<file path="config.mk">
export PLATFORM = sky130hd
export DESIGN_NAME = bus_hold_driver
export DESIGN_NICKNAME = d
export VERILOG_FILES = /design/src/rtl/bhd_pkg.sv /design/src/rtl/bhd_ctrl.sv /design/src/rtl/bhd_datapath.sv /design/src/rtl/bus_hold_driver.sv
export SDC_FILE = /design/constraint.sdc
export NUM_CORES = 1
export LEC_CHECK = 0
export ABC_AREA = 1
export BUFFER_PORTS_ARGS = -buffer_cell sky130_fd_sc_hd__buf_4
export CAP_MARGIN = 25
export CORE_UTILIZATION = 51
export DETAILED_ROUTE_END_ITERATION = 16
export PLACE_DENSITY = 0.95
export REMOVE_ABC_BUFFERS = 1
export SYNTH_ARGS = -nofsm -noshare
export SYNTH_HDL_FRONTEND = slang
export SYNTH_SLANG_ARGS = --single-unit
</file>
<file path="constraint.sdc">
create_clock -name clk -period 2.4 [get_ports clk]
set_input_delay 0.24 -clock clk [delete_from_list [all_inputs] [get_ports clk]]
set_output_delay 0.24 -clock clk [all_outputs]
set_load 0.1 [all_outputs]
</file>
<file path="src/rtl/bhd_pkg.sv">
package bhd_pkg;

  typedef enum logic [1:0] {
    MODE_HOLD    = 2'd0,
    MODE_TRANSP  = 2'd1,
    MODE_CAPTURE = 2'd2
  } stageModeT;

  typedef struct packed {
    stageModeT mode;
    logic      drive;
  } stageCtrlT;

endpackage

</file>
<file path="src/rtl/bhd_ctrl.sv">
module bhd_ctrl
  import bhd_pkg::*;
(
  input  logic      clk,
  input  logic      rstSync,
  input  logic      latchEnN,
  input  logic      strobeIn,
  input  logic      outEnN,
  output stageCtrlT ctrl
);

  // Previous strobe sample; reset to 1 so a strobe high at release is not a rise.
  logic strobePrev;
  logic strobeRise;

  always_ff @(posedge clk) begin
    if (rstSync) strobePrev <= 1'b1;
    else         strobePrev <= strobeIn;
  end

  assign strobeRise = strobeIn & ~strobePrev;

  always_comb begin
    if (!latchEnN)       ctrl.mode = MODE_TRANSP;
    else if (strobeRise) ctrl.mode = MODE_CAPTURE;
    else                 ctrl.mode = MODE_HOLD;
    ctrl.drive = ~outEnN & ~rstSync;
  end

  // transparent mode wins over a strobe rise
  a_r8_transp_wins: assert property (@(posedge clk) disable iff (rstSync)
    !latchEnN |-> ctrl.mode == MODE_TRANSP);

endmodule

</file>
<file path="src/rtl/bhd_datapath.sv">
module bhd_datapath
  import bhd_pkg::*;
#(
  parameter int WIDTH = 20
) (
  input  logic             clk,
  input  logic             rstSync,
  input  stageCtrlT        ctrl,
  input  logic [WIDTH-1:0] busIn,
  output logic [WIDTH-1:0] busOut,
  output logic [WIDTH-1:0] driveEn
);

  logic [WIDTH-1:0] heldQ;
  logic             loadNow;
  logic             passNow;

  assign passNow = (ctrl.mode == MODE_TRANSP);
  assign loadNow = passNow | (ctrl.mode == MODE_CAPTURE);

  always_ff @(posedge clk) begin
    if (rstSync)      heldQ <= '0;
    else if (loadNow) heldQ <= busIn;
  end

  for (genvar g = 0; g < WIDTH; g++) begin : g_lane
    assign busOut[g]  = ctrl.drive & (passNow ? busIn[g] : heldQ[g]);
    assign driveEn[g] = ctrl.drive;
  end

  // an undriven bus reads as zero
  always_comb begin
    if (!ctrl.drive) a_r2_quiet_value: assert (busOut == '0);
  end

  // a capture cycle leaves the sampled word in storage
  a_r4_capture_store: assert property (@(posedge clk) disable iff (rstSync)
    ctrl.mode == MODE_CAPTURE |=> heldQ == $past(busIn));

endmodule

</file>
<file path="src/rtl/bus_hold_driver.sv">
module bus_hold_driver
  import bhd_pkg::*;
#(
  parameter int WIDTH = 20
) (
  input  logic             clk,
  input  logic             rstSync,
  input  logic [WIDTH-1:0] busIn,
  input  logic             latchEnN,
  input  logic             strobeIn,
  input  logic             outEnN,
  output logic [WIDTH-1:0] busOut,
  output logic [WIDTH-1:0] driveEn
);

  stageCtrlT ctrl;

  bhd_ctrl i_ctrl (
    .clk      (clk),
    .rstSync  (rstSync),
    .latchEnN (latchEnN),
    .strobeIn (strobeIn),
    .outEnN   (outEnN),
    .ctrl     (ctrl)
  );

  bhd_datapath #(.WIDTH(WIDTH)) i_datapath (
    .clk     (clk),
    .rstSync (rstSync),
    .ctrl    (ctrl),
    .busIn   (busIn),
    .busOut  (busOut),
    .driveEn (driveEn)
  );

  // all lanes share one enable
  always_comb begin
    a_r1_uniform_drive: assert (driveEn == '0 || driveEn == '1);
  end

  // no drive during reset
  always_comb begin
    if (rstSync) a_r9_reset_quiet: assert (driveEn == '0);
  end

  // output enable high turns off every lane
  a_r2_disabled: assert property (@(posedge clk) disable iff (rstSync)
    outEnN |-> driveEn == '0);

  // transparent and enabled means the output equals the input
  a_r3_follow: assert property (@(posedge clk) disable iff (rstSync)
    (!outEnN && !latchEnN) |-> busOut == busIn);

  // hold mode with the drive on keeps the output steady
  a_r5_hold: assert property (@(posedge clk) disable iff (rstSync)
    (ctrl.mode == MODE_HOLD && !outEnN) |=> (outEnN || !latchEnN || busOut == $past(busOut)));

endmodule

</file>
# After elaboration in Yosys (flattened, before gate mapping)
# Cells that the tools add are included.
[word_totals] output_inout_bits=40 regBits=21 word_cells=52 in_bits=25
[classes] mux=22 n_bitwise=26 eq_ne=2
[ops] operator="$and A1 B1 Y1" count=22
[ops] operator="$mux W1" count=20
[ops] operator="$mux W2" count=2
[ops] operator="$not A1 Y1" count=3
[ops] operator="$eq A2 B1 Y1 const B" count=1
[ops] operator="$eq A2 B2 Y1 const B" count=1
[ops] operator="$or A1 B1 Y1" count=1

# Longest topological paths before layout
# Gate-level depths: netlist (run 1).
[logic_depth] word_depth=7 ltp_mapped=6 ltp_nobuf=5

# Hierarchy
# A second synthesis (run 1) with hierarchy kept.
[unflattened] cells_unflattened=261 hier_area_um2=1472.7
[modules_own_cells] mod="bhd_datapath" n_inst=1 seq_area_each_um2=400.4 cells_per_inst=255 area_per_inst_um2=1431.4
[modules_own_cells] mod="bhd_ctrl" n_inst=1 seq_area_each_um2=20.0 cells_per_inst=6 area_per_inst_um2=41.3

# Least setup slack after synthesis (run 1)
# Ideal clock, no wire load.
[synth_path] path_kind="input -> output" start="in rstSync" end="out busOut[0]" arrival_time_ps=2497 path_slack_ps=-337 required_ps=2160 n_path_buf=0 stages=3 cell_sequence="nor2_4 o21ai_0 nor2_1"
[synth_via] elab_chain_cells=3
[synth_rtl] item="start: declaration" line_no="bus_hold_driver.sv:7" rtl="input logic rstSync,"
[synth_rtl] item="$not A1 Y1" line_no="bhd_ctrl.sv:27" rtl="ctrl.drive = ~outEnN & ~rstSync;"
[synth_rtl] item="$and A1 B1 Y1" line_no="bhd_ctrl.sv:27"
[synth_rtl] item="$and A1 B1 Y1" line_no="bhd_datapath.sv:27" rtl="assign busOut[g] = ctrl.drive & (passNow ? busIn[g] : heldQ[g]);"
[synth_rtl] item="end: declaration" line_no="bus_hold_driver.sv:12" rtl="output logic [WIDTH-1:0] busOut,"
# No other way between the ends.

# Worst setup path after layout (run 1)
[layout_path] start="in rstSync" end="out busOut[3]"
# Same word-level chain as after synthesis.

==> impl_metrics.xml, run 1 <==
<?xml version="1.0" encoding="UTF-8"?>
<metrics>
  <group name="placed_design">
    <metric name="place_hpwl" unit="µm">2070</metric>
    <metric name="dpl_cell_area" unit="µm²">1800</metric>
    <metric name="pre_cts_setup_slack" unit="ns">0.639</metric>
    <metric name="routability_cong" unit="">0.739</metric>
    <metric name="placed_cells" unit="">266</metric>
    <metric name="placement.io_buffers" unit="">64</metric>
  </group>
  <group name="power">
    <metric name="power.combinational.fraction" unit="%">45.9</metric>
    <metric name="power_density" unit="nW/µm²">578</metric>
    <metric name="p_sw" unit="µW">496</metric>
    <metric name="total_leakage_power" unit="µW">0.000896</metric>
    <metric name="share_clk_of_total_power" unit="%">16.7</metric>
    <metric name="p_seq_share" unit="%">37.5</metric>
    <metric name="power_internal" unit="µW">560</metric>
    <metric name="highest_ir_drop_seen_on_vdd" unit="mV">0.446</metric>
    <metric name="netSwitchingFraction" unit="%">47.0</metric>
  </group>
  <group name="timing">
    <metric name="max_slew.worst_pin.slew" unit="ns">0.624</metric>
    <metric name="max_clock_freq" unit="MHz">571</metric>
    <metric name="worst_clock_skew" unit="ns">0.00677</metric>
    <metric name="setup_viol" unit="">0</metric>
    <metric name="hold_viol_final" unit="">0</metric>
    <metric name="relSlewSlack" unit="%">58.3</metric>
    <metric name="hold-worst-slack" unit="ns">0.111</metric>
    <metric name="setup_ws" unit="ns">0.649</metric>
    <metric name="grt_setup_unrepaired" unit="">false</metric>
    <metric name="timing_max_transition_violations_final" unit="">0</metric>
    <metric name="time_the_worst_path_needs_with_i_o_delays_and_setup" unit="ns">1.75</metric>
    <metric name="period_share" unit="%">72.9</metric>
  </group>
  <group name="worst_setup_path">
    <metric name="regToRegEndpoint" unit="">i_datapath.heldQ[13]</metric>
    <metric name="worstReg2RegStart" unit="">i_ctrl.strobePrev</metric>
    <metric name="reg2reg_depth" unit="">6</metric>
    <metric name="cp.arrival" unit="ns">1.51</metric>
    <metric name="regToRegSetupSlack" unit="ns">0.91</metric>
    <metric name="critical_path.startpoint_type" unit="">primary input</metric>
    <metric name="required" unit="ns">2.16</metric>
    <metric name="cp_max_fo" unit="">27</metric>
    <metric name="worstSetupPathType" unit="">primary input to output port</metric>
    <metric name="critPathCaptureType" unit="">output port</metric>
  </group>
  <group name="clock_tree">
    <metric name="cts-hold-fix-buffers" unit="">0</metric>
    <metric name="cts_made_buffers" unit="">3</metric>
    <metric name="clock_sink_count" unit="">21</metric>
    <metric name="cts_resized" unit="">0</metric>
    <metric name="tritoncts" unit="">built</metric>
    <metric name="clock_insertion_delay_worst_skew" unit="ns">0.31</metric>
    <metric name="root_buffer_master" unit="">clkbuf_4</metric>
    <metric name="max-clock-path-buffers" unit="">2</metric>
    <metric name="clk_transition_reported_paths" unit="ns">0.13</metric>
    <metric name="cts_max_level" unit="">1</metric>
    <metric name="post-cts-setup-buffer-count" unit="">0</metric>
  </group>
  <group name="status">
    <metric name="result_of_the_run" unit="">complete, no violations</metric>
  </group>
  <group name="die">
    <metric name="fp_rows" unit="">19</metric>
    <metric name="floorplan.initialDensity" unit="%">54.2</metric>
    <metric name="design.die.area" unit="µm²">3180</metric>
    <metric name="io_pins" unit="">65</metric>
    <metric name="chipWidth" unit="µm">56.4</metric>
    <metric name="chipHeight" unit="µm">56.4</metric>
    <metric name="fp.coreArea" unit="µm²">2780</metric>
  </group>
  <group name="layout">
    <metric name="final_cells" unit="">270</metric>
    <metric name="area.growth.synth_to_final" unit="%">21.2</metric>
    <metric name="final_core_util" unit="%">65.7</metric>
    <metric name="layout-drive-gt1-share" unit="%">45.2</metric>
    <metric name="finish.net_count" unit="">265</metric>
    <metric name="antenna_cells_inserted" unit="">0</metric>
    <metric name="postLayoutCellArea" unit="µm²">1830</metric>
    <metric name="most_common_cell_after_layout_fill_and_taps_aside" unit="">buf_4</metric>
    <metric name="layout.cells.most_common_list" unit="">67 x buf_4, 41 x nand2_1, 40 x nor2_1</metric>
  </group>
  <group name="synth">
    <metric name="synth.distinct_cells" unit="">15</metric>
    <metric name="syn_avg_cell_area" unit="µm²">7.54</metric>
    <metric name="netlist_instances" unit="">200</metric>
    <metric name="synth-warning-count" unit="">0</metric>
    <metric name="syn-cell-area" unit="µm²">1510</metric>
    <metric name="yosys_register_bits" unit="">21</metric>
    <metric name="synth.yosys.seq_area_share" unit="%">27.9</metric>
  </group>
  <group name="job">
    <metric name="drv_cap" unit="">0</metric>
  </group>
  <group name="min_path">
    <metric name="worstHoldStart" unit="">strobeIn</metric>
    <metric name="hold_path_class" unit="">primary input to register</metric>
    <metric name="hold_path_end" unit="">i_ctrl.strobePrev</metric>
    <metric name="holdPathStages" unit="">2</metric>
  </group>
  <group name="detailed_routing">
    <metric name="drc_errors" unit="">0</metric>
    <metric name="wl_per_cell" unit="µm">10.3</metric>
    <metric name="wirelength" unit="µm">2780</metric>
    <metric name="num_vias" unit="">1277</metric>
    <metric name="drt_iter0_markers" unit="">33</metric>
    <metric name="route.antenna.remaining_nets" unit="">0</metric>
    <metric name="average_via_count_per_standard_cell" unit="">4.73</metric>
    <metric name="detailedRoute.firstPassIterationCount" unit="">4</metric>
  </group>
  <group name="global_route">
    <metric name="antenna_found_initial" unit="">0</metric>
    <metric name="grt_max_degree" unit="">42</metric>
    <metric name="groute.usage.overall" unit="%">18.5</metric>
    <metric name="grt_remaining_overflow" unit="">0</metric>
    <metric name="grt_pass1_wl" unit="µm">4780</metric>
    <metric name="grt_pass1_vias" unit="">1113</metric>
  </group>
</metrics>
[power by group through the flow]
stage / clock (µW) / combinational [µW] / sequential [µW]
3_3_place_gp: 0 / 482 / 402
5_1_grt: 200 / 512 / 398
2_1_floorplan: 0 / 375 / 401
3_5_place_dp: 0 / 487 / 404
4_1_cts: 181 / 487 / 396
6_report: 176 / 484 / 395
[cell usage after synthesis]
cell type | count | area share (%)
or2_1 | 1 | 0.42
nor2_4 | 21 | 16
nor2_1 | 40 | 10
buf_2 | 8 | 2.7
dfxtp_1 | 21 | 28
inv_2 | 1 | 0.25
buf_12 | 2 | 2.7
nor3_2 | 14 | 9.3
inv_1 | 2 | 0.50
buf_8 | 1 | 1.0
o21ai_0 | 6 | 2.0
nand2_1 | 41 | 10
a21oi_1 | 20 | 6.6
buf_4 | 21 | 10
inv_4 | 1 | 0.42
[how the worst max path moves through the flow]
| stage | startpoint | to | slack [ns] | depth (start not counted) |
|---|---|---|---|---|
| after global routing | rstSync | busOut[11] | 0.52 | 5 |
| after floorplan | rstSync | busOut[11] | -9.06 | 3 |
| after global placement | rstSync | busOut[9] | 0.68 | 5 |
| after CTS | rstSync | busOut[3] | 0.63 | 5 |
| after detailed placement | rstSync | busOut[3] | 0.64 | 5 |
| final | rstSync | busOut[3] | 0.65 | 5 |
[metal layers]
| layer | wire length, µm | global-route usage (%) |
|---|---|---|
| met3 | 210 | 3.00 |
| met4 | 10 | 6.62 |
| met1 | 1250 | 23.7 |
| met2 | 1310 | 31.5 |
| met5 | 0 | 0 |
[kinds of logic after synthesis]
logic type	count (synthesis)	share of synthesized area, %
buf+inv	36	17.9
flops	21	27.9
simple gates	117	45.6
compound gates	26	8.63
[cell type report]
type / count / area [µm²]
clock buffers: 3 / 22.5
clock inverters: 1 / 7.51
fillers: 250 / 955
inverters: 4 / 17.5
multi-input cells: 143 / 817
flip-flops and latches: 21 / 420
well taps: 31 / 38.8
repair buffers: 67 / 503
[flip-flops by register name, summed over array words and instances (netlist names)]
signal and flops:
i_ctrl.strobePrev 1, i_datapath.heldQ 20
[metrics by stage]
| step | TNS [ns] | power (µW) |
|---|---|---|
| 2_1_floorplan | -309.96 | 776 |
| 3_3_place_gp | 0 | 884 |
| 3_5_place_dp | 0 | 890 |
| 4_1_cts | 0 | 1060 |
| 5_1_grt | 0 | 1110 |
| 6_report | 0 | 1060 |
[critical path, cell delays in order]
cell	delay, ns
buf_4	0.13
nor2_4	0.44
inv_4	0.21
nor3_2	0.17
buf_4	0.32
Power figures use the tool's default switching activity.
==> inputs of run 2 (changes only) <==
--- a/config.mk
+++ b/config.mk
@@ -8,9 +8,9 @@
 export ABC_AREA = 1
 export BUFFER_PORTS_ARGS = -buffer_cell sky130_fd_sc_hd__buf_4
 export CAP_MARGIN = 25
-export CORE_UTILIZATION = 51
+export CORE_UTILIZATION = 47
 export DETAILED_ROUTE_END_ITERATION = 16
-export PLACE_DENSITY = 0.95
+export PLACE_DENSITY = 0.9
 export REMOVE_ABC_BUFFERS = 1
 export SYNTH_ARGS = -nofsm -noshare
 export SYNTH_HDL_FRONTEND = slang
==> constraint.sdc (replaced) <==
create_clock -name clk -period 1.7 [get_ports clk]
set_input_delay 0.17 -clock clk [delete_from_list [all_inputs] [get_ports clk]]
set_output_delay 0.17 -clock clk [all_outputs]
set_load 0.1 [all_outputs]
==> impl_metrics.xml, run 2 (synthesis results as in run 1) <==
<?xml version="1.0" encoding="UTF-8"?>
<metrics>
  <group name="worst_setup_path">
    <metric name="regToRegSetupSlack" unit="ns">0.54</metric>
    <metric name="critPathCaptureType" unit="">output port</metric>
    <metric name="required" unit="ns">1.53</metric>
    <metric name="slowest_delay" unit="ns">0.33</metric>
    <metric name="worst_path_most_repeated_cell" unit="">buf_4</metric>
    <metric name="timing.critical_path.max_delay_family" unit="">buffers and inverters</metric>
    <metric name="critical_path.startpoint_type" unit="">primary input</metric>
    <metric name="cp_max_fo" unit="">18</metric>
    <metric name="critPathSlowestCell" unit="">nor2_4</metric>
    <metric name="worstSetupPathType" unit="">primary input to output port</metric>
    <metric name="path_buf_inv" unit="">3</metric>
    <metric name="timing.critical_path.cells" unit="">buf_4 -&gt; nor2_4 -&gt; inv_4 -&gt; nor3_2 -&gt; buf_4</metric>
    <metric name="cp.arrival" unit="ns">1.29</metric>
  </group>
  <group name="timing">
    <metric name="max_slew.worst_pin.slew" unit="ns">0.648</metric>
    <metric name="max_clock_freq" unit="MHz">683</metric>
    <metric name="period_share" unit="%">86.1</metric>
    <metric name="timing_max_transition_violations_final" unit="">0</metric>
    <metric name="relSlewSlack" unit="%">56.7</metric>
    <metric name="grt_setup_unrepaired" unit="">false</metric>
    <metric name="hold_viol_final" unit="">0</metric>
    <metric name="setup_ws" unit="ns">0.235</metric>
    <metric name="hold-worst-slack" unit="ns">0.0642</metric>
    <metric name="worst_clock_skew" unit="ns">0.00454</metric>
    <metric name="time_the_worst_path_needs_with_i_o_delays_and_setup" unit="ns">1.46</metric>
    <metric name="setup_viol" unit="">0</metric>
  </group>
  <group name="global_route">
    <metric name="antenna_found_initial" unit="">0</metric>
    <metric name="grt_pass1_vias" unit="">1084</metric>
    <metric name="grt_remaining_overflow" unit="">0</metric>
    <metric name="groute.usage.overall" unit="%">17.9</metric>
    <metric name="grt_max_degree" unit="">33</metric>
    <metric name="grt_pass1_wl" unit="µm">4720</metric>
  </group>
  <group name="die">
    <metric name="io_pins" unit="">65</metric>
    <metric name="floorplan.initialDensity" unit="%">49.4</metric>
    <metric name="fp.coreArea" unit="µm²">3050</metric>
    <metric name="design.die.area" unit="µm²">3440</metric>
    <metric name="chipHeight" unit="µm">58.6</metric>
    <metric name="chipWidth" unit="µm">58.6</metric>
    <metric name="fp_rows" unit="">20</metric>
  </group>
  <group name="power">
    <metric name="total_leakage_power" unit="µW">0.000925</metric>
    <metric name="power_density" unit="nW/µm²">792</metric>
    <metric name="highest_ir_drop_seen_on_vdd" unit="mV">0.463</metric>
    <metric name="power" unit="µW">1500</metric>
  </group>
  <group name="layout">
    <metric name="area.growth.synth_to_final" unit="%">25.2</metric>
    <metric name="largest_register" unit="">i_datapath.heldQ</metric>
    <metric name="most_common_cell_after_layout_fill_and_taps_aside" unit="">buf_4</metric>
    <metric name="top_regs" unit="">i_datapath.heldQ (20), i_ctrl.strobePrev (1)</metric>
    <metric name="final_core_util" unit="%">61.8</metric>
    <metric name="layout-drive-gt1-share" unit="%">45.9</metric>
    <metric name="max_reg_flops" unit="">20</metric>
    <metric name="finish.net_count" unit="">268</metric>
    <metric name="antenna_cells_inserted" unit="">0</metric>
    <metric name="layout.cells.most_common_list" unit="">68 x buf_4, 41 x nand2_1, 40 x nor2_1</metric>
  </group>
  <group name="detailed_routing">
    <metric name="drt_iter0_markers" unit="">51</metric>
    <metric name="drc_errors" unit="">0</metric>
    <metric name="wirelength" unit="µm">2960</metric>
    <metric name="detailedRoute.firstPassIterationCount" unit="">4</metric>
    <metric name="wl_per_cell" unit="µm">10.3</metric>
    <metric name="num_vias" unit="">1293</metric>
    <metric name="average_via_count_per_standard_cell" unit="">4.52</metric>
    <metric name="route.antenna.remaining_nets" unit="">0</metric>
  </group>
  <group name="placed_design">
    <metric name="routability_cong" unit="">0.742</metric>
    <metric name="place_hpwl" unit="µm">2150</metric>
    <metric name="placement.io_buffers" unit="">64</metric>
    <metric name="pre_cts_setup_slack" unit="ns">0.233</metric>
  </group>
  <group name="clock_tree">
    <metric name="cts-hold-fix-buffers" unit="">0</metric>
    <metric name="cts_made_buffers" unit="">3</metric>
    <metric name="cts_max_level" unit="">1</metric>
    <metric name="cts_resized" unit="">0</metric>
    <metric name="clk_transition_reported_paths" unit="ns">0.11</metric>
    <metric name="tritoncts" unit="">built</metric>
    <metric name="root_buffer_master" unit="">clkbuf_4</metric>
    <metric name="clock_sink_count" unit="">21</metric>
    <metric name="max-clock-path-buffers" unit="">2</metric>
    <metric name="post-cts-setup-buffer-count" unit="">0</metric>
    <metric name="clock_insertion_delay_worst_skew" unit="ns">0.30</metric>
  </group>
  <group name="min_path">
    <metric name="hold_path_class" unit="">primary input to register</metric>
  </group>
  <group name="job">
    <metric name="drv_cap" unit="">0</metric>
  </group>
  <group name="status">
    <metric name="result_of_the_run" unit="">complete, no violations</metric>
  </group>
</metrics>
-- run 2: cell count changes in the layout (fill, tap and decap cells not counted) --
cell | before | now
buf_12 | 0 | 2
buf_4 | 67 | 68
clkinv_2 | 0 | 1
clkinvlp_4 | 1 | 0
-- run 2: final cells by class --
cell class / count / area [µm²]
Timing Repair Buffer: 70 / 551
Inverter: 4 / 17.5
Multi-Input combinational cell: 143 / 817
Sequential cell: 21 / 420
Fill cell: 272 / 1160
Tap cell: 44 / 55.1
Clock buffer: 3 / 22.5
Clock inverter: 1 / 5.00
-- run 2: per-layer routing --
| metal | vias to the layer above | GRT usage [%] | share of wire (%) |
|---|---|---|---|
| met4 | 0 | 4.08 | 0.37 |
| met5 | - | 0 | 0 |
| li1 | 693 | - | - |
| met2 | 28 | 32.5 | 54 |
| met3 | 2 | 4.62 | 4.1 |
| met1 | 570 | 21.0 | 41 |
-- run 2: per-stage QoR --
stage / setup TNS [ns] / cell area (µm²) / instances
CTS: 0 / 1890 / 286
global route: 0 / 1890 / 286
finish: 0 / 1890 / 286
detailed placement: 0 / 1860 / 282
floorplan: -332.36 / 1250 / 168
global placement: 0 / 1860 / 282
-- run 2: report_power, final --
group,switching [µW],internal (µW),leakage [µW],total [µW]
sequential,27.2,530,0.000175,557
combinational,517,182,0.000733,698
clock,152,87.8,0.0000177,240
-- run 2: path summary, 6_finish.rpt --
kind | depth (start not counted) | startpoint | end
setup / recovery | 5 | rstSync | busOut[19]
hold / removal | 2 | strobeIn | i_ctrl.strobePrev
setup reg to reg | 6 | i_ctrl.strobePrev | i_datapath.heldQ[14]
hold reg to reg | 4 | i_datapath.heldQ[17] | i_datapath.heldQ[17]
